[src/rtl/txr_pkg.sv]
package txr_pkg;
  localparam int unsigned CNT_W  = 11;
  localparam int unsigned LAST_B  = 15;
  localparam int unsigned NOCRC_B = 16;
  localparam int unsigned EXH_B   = 27;
  localparam int unsigned UND_B   = 28;
  localparam int unsigned WRAP_B  = 30;
  localparam int unsigned USED_B  = 31;

  typedef enum logic [3:0] {
    S_IDLE, S_RD_CTRL, S_WT_CTRL, S_RD_ADDR, S_WT_ADDR,
    S_DRD, S_DWT, S_DOUT, S_ABORT, S_WB
  } state_e;

  typedef enum logic [1:0] {ST_OK, ST_EXH, ST_UND} stat_e;
endpackage

[src/rtl/txr_ring_ptr.sv]
module txr_ring_ptr #(
  parameter int unsigned DEPTH = 16,
  localparam int unsigned IDX_W = $clog2(DEPTH)
) (
  input  logic             clk_i,
  input  logic             rst_ni,
  input  logic             adv_i,
  input  logic             wrap_i,
  output logic [IDX_W-1:0] idx_o
);
  logic [IDX_W-1:0] idx_q;

  always_ff @(posedge clk_i or negedge rst_ni) begin
    if (!rst_ni) idx_q <= '0;
    else if (adv_i) idx_q <= (wrap_i || idx_q == IDX_W'(DEPTH - 1)) ? '0 : idx_q + 1'b1;
  end

  assign idx_o = idx_q;
endmodule

[src/rtl/txr_cursor.sv]
module txr_cursor #(
  parameter int unsigned AW = 16,
  parameter int unsigned CW = 11
) (
  input  logic          clk_i,
  input  logic          rst_ni,
  input  logic          load_i,
  input  logic [AW-1:0] base_i,
  input  logic [CW-1:0] cnt_i,
  input  logic          step_i,
  output logic [AW-1:0] addr_o,
  output logic          final_o
);
  logic [AW-1:0] addr_q;
  logic [CW-1:0] rem_q;

  always_ff @(posedge clk_i or negedge rst_ni) begin
    if (!rst_ni) begin
      addr_q <= '0;
      rem_q  <= '0;
    end else if (load_i) begin
      addr_q <= base_i;
      rem_q  <= cnt_i;
    end else if (step_i) begin
      addr_q <= addr_q + 1'b1;
      rem_q  <= rem_q - 1'b1;
    end
  end

  assign addr_o  = addr_q;
  assign final_o = (rem_q == CW'(1));


  no_step_past_end_chk: assert property (@(posedge clk_i) disable iff (!rst_ni)
    step_i |-> rem_q != '0);
endmodule

[src/rtl/tx_desc_ring_reader.sv]
module tx_desc_ring_reader
  import txr_pkg::*;
#(
  parameter int unsigned DEPTH  = 16,
  parameter int unsigned BUF_AW = 16,
  localparam int unsigned IDX_W = $clog2(DEPTH)
) (
  input  logic              clk_i,
  input  logic              rst_ni,
  input  logic              tx_en_i,
  input  logic              start_i,
  input  logic              halt_i,
  input  logic              underrun_i,
  output logic              desc_re_o,
  output logic              desc_we_o,
  output logic [IDX_W:0]    desc_addr_o,
  output logic [31:0]       desc_wdata_o,
  input  logic [31:0]       desc_rdata_i,
  output logic              buf_re_o,
  output logic [BUF_AW-1:0] buf_addr_o,
  input  logic [7:0]        buf_rdata_i,
  output logic              tx_valid_o,
  input  logic              tx_ready_i,
  output logic [7:0]        tx_data_o,
  output logic              tx_last_o,
  output logic              tx_err_o,
  output logic              tx_nocrc_o,
  output logic              busy_o
);
  state_e           state_q, state_d;
  stat_e            stat_q;
  logic [31:0]      ctrl_q;
  logic [7:0]       data_q;
  logic             in_frame_q, halt_pend_q, nocrc_q;
  logic             ptr_adv, cur_load, cur_step, cur_final;
  logic [IDX_W-1:0] idx;
  logic [31:0]      wb_word;

  txr_ring_ptr #(.DEPTH(DEPTH)) i_ptr (
    .clk_i, .rst_ni, .adv_i(ptr_adv), .wrap_i(ctrl_q[WRAP_B]), .idx_o(idx)
  );

  txr_cursor #(.AW(BUF_AW), .CW(CNT_W)) i_cur (
    .clk_i, .rst_ni, .load_i(cur_load), .base_i(desc_rdata_i[BUF_AW-1:0]),
    .cnt_i(ctrl_q[CNT_W-1:0]), .step_i(cur_step), .addr_o(buf_addr_o),
    .final_o(cur_final)
  );

  always_comb begin
    wb_word = ctrl_q;
    wb_word[USED_B] = 1'b1;
    if (stat_q == ST_EXH) wb_word[EXH_B] = 1'b1;
    if (stat_q == ST_UND) wb_word[UND_B] = 1'b1;
  end

  always_comb begin
    state_d      = state_q;
    ptr_adv      = 1'b0;
    cur_load     = 1'b0;
    cur_step     = 1'b0;
    desc_re_o    = 1'b0;
    desc_we_o    = 1'b0;
    desc_addr_o  = {idx, 1'b0};
    desc_wdata_o = '0;
    buf_re_o     = 1'b0;
    unique case (state_q)
      S_IDLE:    if (start_i && tx_en_i) state_d = S_RD_CTRL;
      S_RD_CTRL: begin desc_re_o = 1'b1; state_d = S_WT_CTRL; end
      S_WT_CTRL: begin
        if (desc_rdata_i[USED_B]) state_d = in_frame_q ? S_ABORT : S_IDLE;
        else state_d = S_RD_ADDR;
      end
      S_RD_ADDR: begin
        desc_re_o   = 1'b1;
        desc_addr_o = {idx, 1'b1};
        state_d     = S_WT_ADDR;
      end
      S_WT_ADDR: begin cur_load = 1'b1; state_d = S_DRD; end
      S_DRD: begin
        if (underrun_i) state_d = S_ABORT;
        else begin buf_re_o = 1'b1; state_d = S_DWT; end
      end
      S_DWT: state_d = S_DOUT;
      S_DOUT: if (tx_ready_i) begin
        cur_step = 1'b1;
        state_d  = cur_final ? S_WB : S_DRD;
      end
      S_ABORT: if (tx_ready_i) state_d = S_WB;
      S_WB: begin
        desc_we_o    = 1'b1;
        desc_wdata_o = wb_word;
        if (stat_q == ST_EXH) state_d = S_IDLE;  // position stays on the owned entry
        else begin
          ptr_adv = 1'b1;
          if (stat_q == ST_UND) state_d = S_IDLE;
          else if (ctrl_q[LAST_B] && (halt_pend_q || halt_i)) state_d = S_IDLE;
          else state_d = S_RD_CTRL;
        end
      end
      default: state_d = S_IDLE;
    endcase
  end

  always_ff @(posedge clk_i or negedge rst_ni) begin
    if (!rst_ni) begin
      state_q     <= S_IDLE;
      stat_q      <= ST_OK;
      ctrl_q      <= '0;
      data_q      <= '0;
      in_frame_q  <= 1'b0;
      halt_pend_q <= 1'b0;
      nocrc_q     <= 1'b0;
    end else begin
      state_q     <= state_d;
      halt_pend_q <= (state_q == S_IDLE) ? 1'b0 : (halt_pend_q | halt_i);
      unique case (state_q)
        S_IDLE: begin stat_q <= ST_OK; in_frame_q <= 1'b0; end
        S_WT_CTRL: begin
          ctrl_q <= desc_rdata_i;
          if (!in_frame_q && !desc_rdata_i[USED_B]) nocrc_q <= desc_rdata_i[NOCRC_B];
          if (in_frame_q && desc_rdata_i[USED_B]) stat_q <= ST_EXH;
        end
        S_DRD:  if (underrun_i) stat_q <= ST_UND;
        S_DWT:  data_q <= buf_rdata_i;
        S_WB:   in_frame_q <= (stat_q == ST_OK) && !ctrl_q[LAST_B];
        default: ;
      endcase
    end
  end

  assign tx_valid_o = (state_q == S_DOUT) || (state_q == S_ABORT);
  assign tx_data_o  = (state_q == S_ABORT) ? 8'h00 : data_q;
  assign tx_last_o  = (state_q == S_ABORT) || ((state_q == S_DOUT) && cur_final && ctrl_q[LAST_B]);
  assign tx_err_o   = (state_q == S_ABORT);
  assign tx_nocrc_o = tx_valid_o && nocrc_q;
  assign busy_o     = (state_q != S_IDLE);


  stall_hold_chk: assert property (@(posedge clk_i) disable iff (!rst_ni)
    tx_valid_o && !tx_ready_i |=> tx_valid_o && $stable(tx_data_o) && $stable(tx_last_o) && $stable(tx_err_o));


  no_wake_disabled_chk: assert property (@(posedge clk_i) disable iff (!rst_ni)
    !busy_o && !tx_en_i |=> !busy_o);


  wb_after_beat_chk: assert property (@(posedge clk_i) disable iff (!rst_ni)
    desc_we_o |-> $past(tx_valid_o && tx_ready_i));


  halt_keeps_frame_chk: assert property (@(posedge clk_i) disable iff (!rst_ni)
    halt_i && tx_valid_o && !tx_last_o |=> busy_o);
endmodule

[config.mk]
export PLATFORM = sky130hd
export DESIGN_NAME = tx_desc_ring_reader
export DESIGN_NICKNAME = d
export VERILOG_FILES = /design/src/rtl/txr_pkg.sv /design/src/rtl/txr_ring_ptr.sv /design/src/rtl/txr_cursor.sv /design/src/rtl/tx_desc_ring_reader.sv
export SDC_FILE = /design/constraint.sdc
export NUM_CORES = 1
export LEC_CHECK = 0
export ABC_AREA = 0
export BUFFER_PORTS_ARGS = -buffer_cell sky130_fd_sc_hd__buf_2
export CORE_MARGIN = 2
export CORE_UTILIZATION = 34
export CTS_CLUSTER_SIZE = 20
export DETAILED_ROUTE_END_ITERATION = 7
export GPL_TIMING_DRIVEN = 0
export PLACE_DENSITY_LB_ADDON = 0.08
export SYNTH_ARGS = -nofsm -noshare
export SYNTH_HDL_FRONTEND = slang
export SYNTH_SLANG_ARGS = --single-unit
[constraint.sdc]
create_clock -name clk_i -period 2.4 [get_ports clk_i]
set_clock_uncertainty 0.05 [all_clocks]
set_input_delay 0.12 -clock clk_i [delete_from_list [all_inputs] [get_ports clk_i]]
set_output_delay 0.12 -clock clk_i [all_outputs]
set_load 0.1 [all_outputs]
# [Word level (Yosys, flattened, before mapping)]
# Index checks and enable logic that the tools add are counted.
[totals] in_bits=47 elab_cells=92 output_inout_bits=69 register_bits=79
[op_classes] add_sub_neg=3 n_reduce_logical=25 mux=35 bitwise=1 eq_ne=18
[op_table] op="$pmux 4 s10" count=1
[op_table] op="$mux 16" count=2
[op_table] op="$mux 32" count=1
[op_table] op="$mux 4" count=8
[op_table] op="$mux 11" count=2
[op_table] op="$add 16x1->16 const B" count=1
[op_table] op="$eq 4x3->1 const B" count=4
[op_table] op="$mux 1" count=16
[op_table] op="$eq 4x4->1 const B" count=3
[op_table] op="$eq 11x1->1 const B" count=1
[op_table] op="$sub 11x1->11 const B" count=1
[op_table] op="$ne 2x2->1 const B" count=5
[op_table] op="$eq 4x2->1 const B" count=2
[op_table] op="$logic_and 1x1->1" count=8
[op_table] op="$mux 8" count=1
[op_table] op="$pmux 2 s3" count=1
[op_table] op="$reduce_and 3->1" count=2
[op_table] op="$add 4x1->4 const B" count=1
[op_table] op="$eq 4x1->1 const B" count=1
[op_table] op="$logic_not 4->1" count=1
[op_table] op="$logic_or 1x1->1" count=4
[op_table] op="$mux 2" count=2
[op_table] op="$reduce_bool 2->1" count=2
[op_table] op="$reduce_bool 4->1" count=1
[op_table] op="other kinds (9)" count=11

# [Logic depth before layout (Yosys ltp)]
[depth] depth_word=6 ltp_mapped=7 depth_no_buf=6

# [Modules after synthesis]
# Synthesis repeated with hierarchy kept, for this count alone.
[hier_totals] cells_unflattened=389 hier_area_um2=4097.7
[by_module_without_submodules] mod="tx_desc_ring_reader" cells_per_inst=204 area_per_inst_um2=2368.5 instances=1 seq_area_each_um2=1201.2
[by_module_without_submodules] mod="txr_cursor" cells_per_inst=164 area_per_inst_um2=1521.5 instances=1 seq_area_each_um2=675.6
[by_module_without_submodules] mod="txr_ring_ptr" cells_per_inst=21 area_per_inst_um2=207.7 instances=1 seq_area_each_um2=100.1

# [Least setup slack after synthesis]
# Ideal clock, no wire load.
[synth_path] kind="reg2out" start="register state_q[1]" end="output tx_data_o[0]" path_buffers=3 path_stages_with_launch=6 t_required_ns=2.230 setup_slack_ns=-0.880 t_arrival_ns=3.110 cell_sequence="dfrtp_1 -> buf_2 -> clkbuf_1 -> nor3_1 -> clkbuf_1 -> nor2b_1"
[synth_via] elab_chain_len=2
[synth_lines] element="start, declared" line_no="tx_desc_ring_reader.sv:30" rtl="state_e state_q, state_d;"
[synth_lines] element="start signal, assigned" line_no="tx_desc_ring_reader.sv:114" rtl="state_q <= state_d;"
[synth_lines] element="$eq 4x4->1"
[synth_lines] element="via tx_err_o" line_no="tx_desc_ring_reader.sv:26" rtl="output logic tx_err_o,"
[synth_lines] element="$mux 8" line_no="tx_desc_ring_reader.sv:132" rtl="assign tx_data_o = (state_q == S_ABORT) ? 8'h00 : data_q;"
[synth_lines] element="end, declared" line_no="tx_desc_ring_reader.sv:24" rtl="output logic [7:0] tx_data_o,"
# The timed path passes the listed nets, and every way through them passes these cells.

# [Worst setup path in the final report]
[layout_path] start="register state_q[0]" end="output desc_wdata_o[7]"
[layout_via] elab_chain_len=2
[layout_lines] element="$eq 4x4->1" line_no="tx_desc_ring_reader.sv:66" rtl="unique case (state_q)"
[layout_lines] element="$mux 32" line_no="tx_desc_ring_reader.sv:66"
[layout_lines] element="end, declared" line_no="tx_desc_ring_reader.sv:17" rtl="output logic [31:0] desc_wdata_o,"
# No other way between the ends.

==> flow_metrics.env <==
export IMPL_run_status="finished clean"
export IMPL_hold_viol=0
export IMPL_syn_inst=392
export IMPL_cts_root_buffer="sky130_fd_sc_hd__clkbuf_16"
export IMPL_die_outline_area_um2=13160
export IMPL_antenna_left=0
export IMPL_worstSetupEndpointType="output pin"
export IMPL_final_setup_tns_ns=0
export IMPL_fin_util_pct=50.26
export IMPL_worst_ep_arrival_time_ns=2.13
export IMPL_number_of_primary_i_o_pins=116
export IMPL_grt_pass1_vias=3554
export IMPL_cts_htree_levels=3
export IMPL_clock_tree_buffer_depth=2
export IMPL_sequential_area_share_after_synthesis_pct=47.43
export IMPL_hold_crit_class="in2reg"
export IMPL_setup_repair_after_global_routing_missed_its_margin="false"
export IMPL_reported_leakage_power_nw=2.719
export IMPL_max_cap_violations=0
export IMPL_dp_cells=654
export IMPL_postSynth_topFlopCell="sky130_fd_sc_hd__dfrtp_1"
export IMPL_layout_cells_most_common_list="sky130_fd_sc_hd__buf_2, sky130_fd_sc_hd__dfrtp_1, sky130_fd_sc_hd__mux2_2"
export IMPL_row_count=40
export IMPL_num_antenna_cells=0
export IMPL_grtUsageTotal_pct=19.08
export IMPL_wl_um=12420
export IMPL_detailedRoute_firstIterationViolations=153
export IMPL_synth_xor_xnor_area_share_pct=0.2101
export IMPL_critPathLaunchType="flip-flop"
export IMPL_yosysUniqueCellTypes=57
export IMPL_dp_hpwl_um=8673
export IMPL_drive_above_1_share_pct=41.49
export IMPL_grt_antenna_before_repair=0
export IMPL_route_detailed_vias_per_inst=5.212
export IMPL_core_area_um2=12010
export IMPL_final_cell_count_no_fill=711
export IMPL_synthesized_area_fraction_occupied_by_and_or_nand_nor_cells_pct=22.28
export IMPL_critPathKind="reg2out"
export IMPL_ys_ff_latch=79
export IMPL_cts_tree="built"
export IMPL_place_gp_congestion=0.7659
export IMPL_final_nets=610
export IMPL_die_y_um=114.7
export IMPL_grt_remaining_overflow=0
export IMPL_portBuffers=114
export IMPL_tritoncts_num_sinks=79
export IMPL_route_vias_total=3706
export IMPL_timing_max_slew_rel_slack_pct=53.75
export IMPL_synth_area_mux_share_pct=11.08
export IMPL_largest_net_degree_at_the_start_of_global_routing=56
export IMPL_setup_viol=0
export IMPL_tightest_slew_ns=0.6912
export IMPL_fp_dieW_um=114.7
export IMPL_warnings_from_yosys=0
export IMPL_powerDensity_nw_per_um2=1454
export IMPL_area_growth_pct=44.85
export IMPL_clkSlewWorstSetupHoldPaths_ns=0.06
export IMPL_synthesis_area_um2=4168
export IMPL_filler_cell_count=1120
export IMPL_clock_latency_ns=0.33
export IMPL_final_hold_worst_slack_ns=0.01508
export IMPL_initial_core_util_pct=34.70
export IMPL_drt_drc_violations_left=0
export IMPL_synth_compound_gate_area_share_pct=14.38
export IMPL_max_freq_mhz=434.9
export IMPL_synth_fp_nets=443
export IMPL_synth_edff_count=0
export IMPL_detail_route_wl_per_cell_um=17.46
export IMPL_drt_pass1_iter_count=4
export IMPL_design_power_total_mw=8.780
export IMPL_pre_cts_ws_ns=-0.1686
export IMPL_ys_async_sr_fraction_pct=100.0
export IMPL_final_setup_worst_slack_ns=0.1007
export IMPL_cts_buffers_inserted=9
export IMPL_layout_cells_most_common="sky130_fd_sc_hd__buf_2"
export IMPL_worst_endpoint_required_ns=2.23
export IMPL_slew_viol_final=0
export IMPL_synth_top_family_by_area="simple AND/OR/NAND/NOR gates"
export IMPL_postSynthAreaPerCell_um2=10.63
export IMPL_max_vdd_ir_drop_mv=1.290
export IMPL_final_period_minus_worst_setup_slack_ns=2.299
export IMPL_critPathMaxFanout=10
export IMPL_synth_adder_area_share_pct=1.201
export IMPL_design_area_final_um2=6037
export IMPL_postPlaceCellArea_um2=5035
export IMPL_finalCritPeriodShare_pct=95.80
export IMPL_grt_pass1_wl_um=19290
-- layer usage --
metal / routed length, um / track usage, % / part of all wire (%) / up-vias
li1: - / - / - / 1796
met1: 5816 / 27.09 / 47 / 1818
met2: 5967 / 30.10 / 48 / 88
met3: 538 / 3.759 / 4.3 / 4
met4: 93 / 4.819 / 0.75 / 0
met5: 0 / 0 / 0 / -
-- worst paths after layout --
path / slack, ns / cells past startpoint / endpoint / startpoint
setup / recovery: 0.10 / 6 / desc_wdata_o[7] / state_q[0]$_DFFE_PN0P_
hold / removal: 0.02 / 3 / i_cur.addr_o[15]$_DFFE_PN0P_ / desc_rdata_i[15]
setup reg to reg: 0.15 / 6 / i_cur.addr_o[14]$_DFFE_PN0P_ / state_q[2]$_DFFE_PN0P_
hold reg to reg: 0.44 / 2 / halt_pend_q$_DFF_PN0_ / halt_pend_q$_DFF_PN0_
max in group asynchronous: 1.50 / 3 / stat_q[0]$_DFFE_PN0P_ / rst_ni
min in group asynchronous: 0.20 / 2 / ctrl_q[9]$_DFFE_PN0P_ / rst_ni
-- power by group --
group | leakage [nW] | switching, mW | internal, mW
clock network | 0.141 | 0.541 | 0.785
registers | 0.964 | 0.552 | 1.98
logic | 1.61 | 3.39 | 1.53
total | 2.72 | 4.49 | 4.29
-- timing repair --
item                                    in CTS  in global routing
pin swaps                                    0                  1
hold buffers                                38                  0
endpoints found under the setup margin      58                 38
buffers inserted                             3                  0
hold endpoints to repair                    71                  0
resized for setup                           72                 28
-- worst max-delay path, cell delays in order, from the launching register on --
cell	delay [ns]
sky130_fd_sc_hd__dfrtp_1	0.41
sky130_fd_sc_hd__buf_4	0.24
sky130_fd_sc_hd__nor4bb_2	0.32
sky130_fd_sc_hd__buf_4	0.21
sky130_fd_sc_hd__clkbuf_2	0.21
sky130_fd_sc_hd__and2_1	0.18
sky130_fd_sc_hd__buf_6	0.23
-- area by class of cell --
type,count,area (um^2),share of cell area (%)
multi-input cells,281,2173,36.00
repair buffers,156,1227,20.33
well taps,147,183.9,3.047
clock inverters,4,28.78,0.4767
inverters,7,26.28,0.4352
flip-flops and latches,79,1984,32.87
clock buffers,12,266.5,4.415
plain buffers,25,146.4,2.425
-- sequential cells by signal (all words and copies together), names as in the netlist --
name          cells
state_q           4
i_cur.addr_o     16
nocrc_q           1
halt_pend_q       1
stat_q            2
data_q            8
i_cur.rem_q      11
i_ptr.idx_o       4
ctrl_q           31
in_frame_q        1
-- Yosys cell counts (3+ instances only) --
cell                       instances  area share (%)
sky130_fd_sc_hd__a21o_1            3            0.54
sky130_fd_sc_hd__a21oi_1           4            0.48
sky130_fd_sc_hd__a221o_1          11             2.6
sky130_fd_sc_hd__a22oi_1           5            0.90
sky130_fd_sc_hd__and2_1           31             4.7
sky130_fd_sc_hd__and3_1            6            0.90
sky130_fd_sc_hd__buf_2             8            0.96
sky130_fd_sc_hd__clkbuf_1         13             1.2
sky130_fd_sc_hd__dfrtp_1          79              47
sky130_fd_sc_hd__ha_1              4             1.2
sky130_fd_sc_hd__inv_1             7            0.63
sky130_fd_sc_hd__mux2_2           41              11
sky130_fd_sc_hd__nand2_1          24             2.2
sky130_fd_sc_hd__nand2b_1          4            0.60
sky130_fd_sc_hd__nand3_1           9             1.1
sky130_fd_sc_hd__nand4_1           6            0.90
sky130_fd_sc_hd__nor2_1           18             1.6
sky130_fd_sc_hd__nor2b_1          15             2.3
sky130_fd_sc_hd__nor3_1           11             1.3
sky130_fd_sc_hd__nor3b_1           4            0.72
sky130_fd_sc_hd__nor4bb_1          3            0.72
sky130_fd_sc_hd__o211ai_1         10             1.8
sky130_fd_sc_hd__o21ai_0          20             2.4
sky130_fd_sc_hd__o311ai_0          7             1.5
sky130_fd_sc_hd__or4_1             8             1.4
-- cell families (layout without fill, tap and decap cells) --
group / after synthesis / after routing
AOI/OAI and AO/OA: 81 / 81
DFF: 79 / 79
adders and majority gates: 4 / 4
xor gates and xnor gates: 1 / 1
muxes: 41 / 41
and+or+nand+nor: 154 / 154
buffers and inverters: 32 / 204
(Power assumes the default switching activity.)
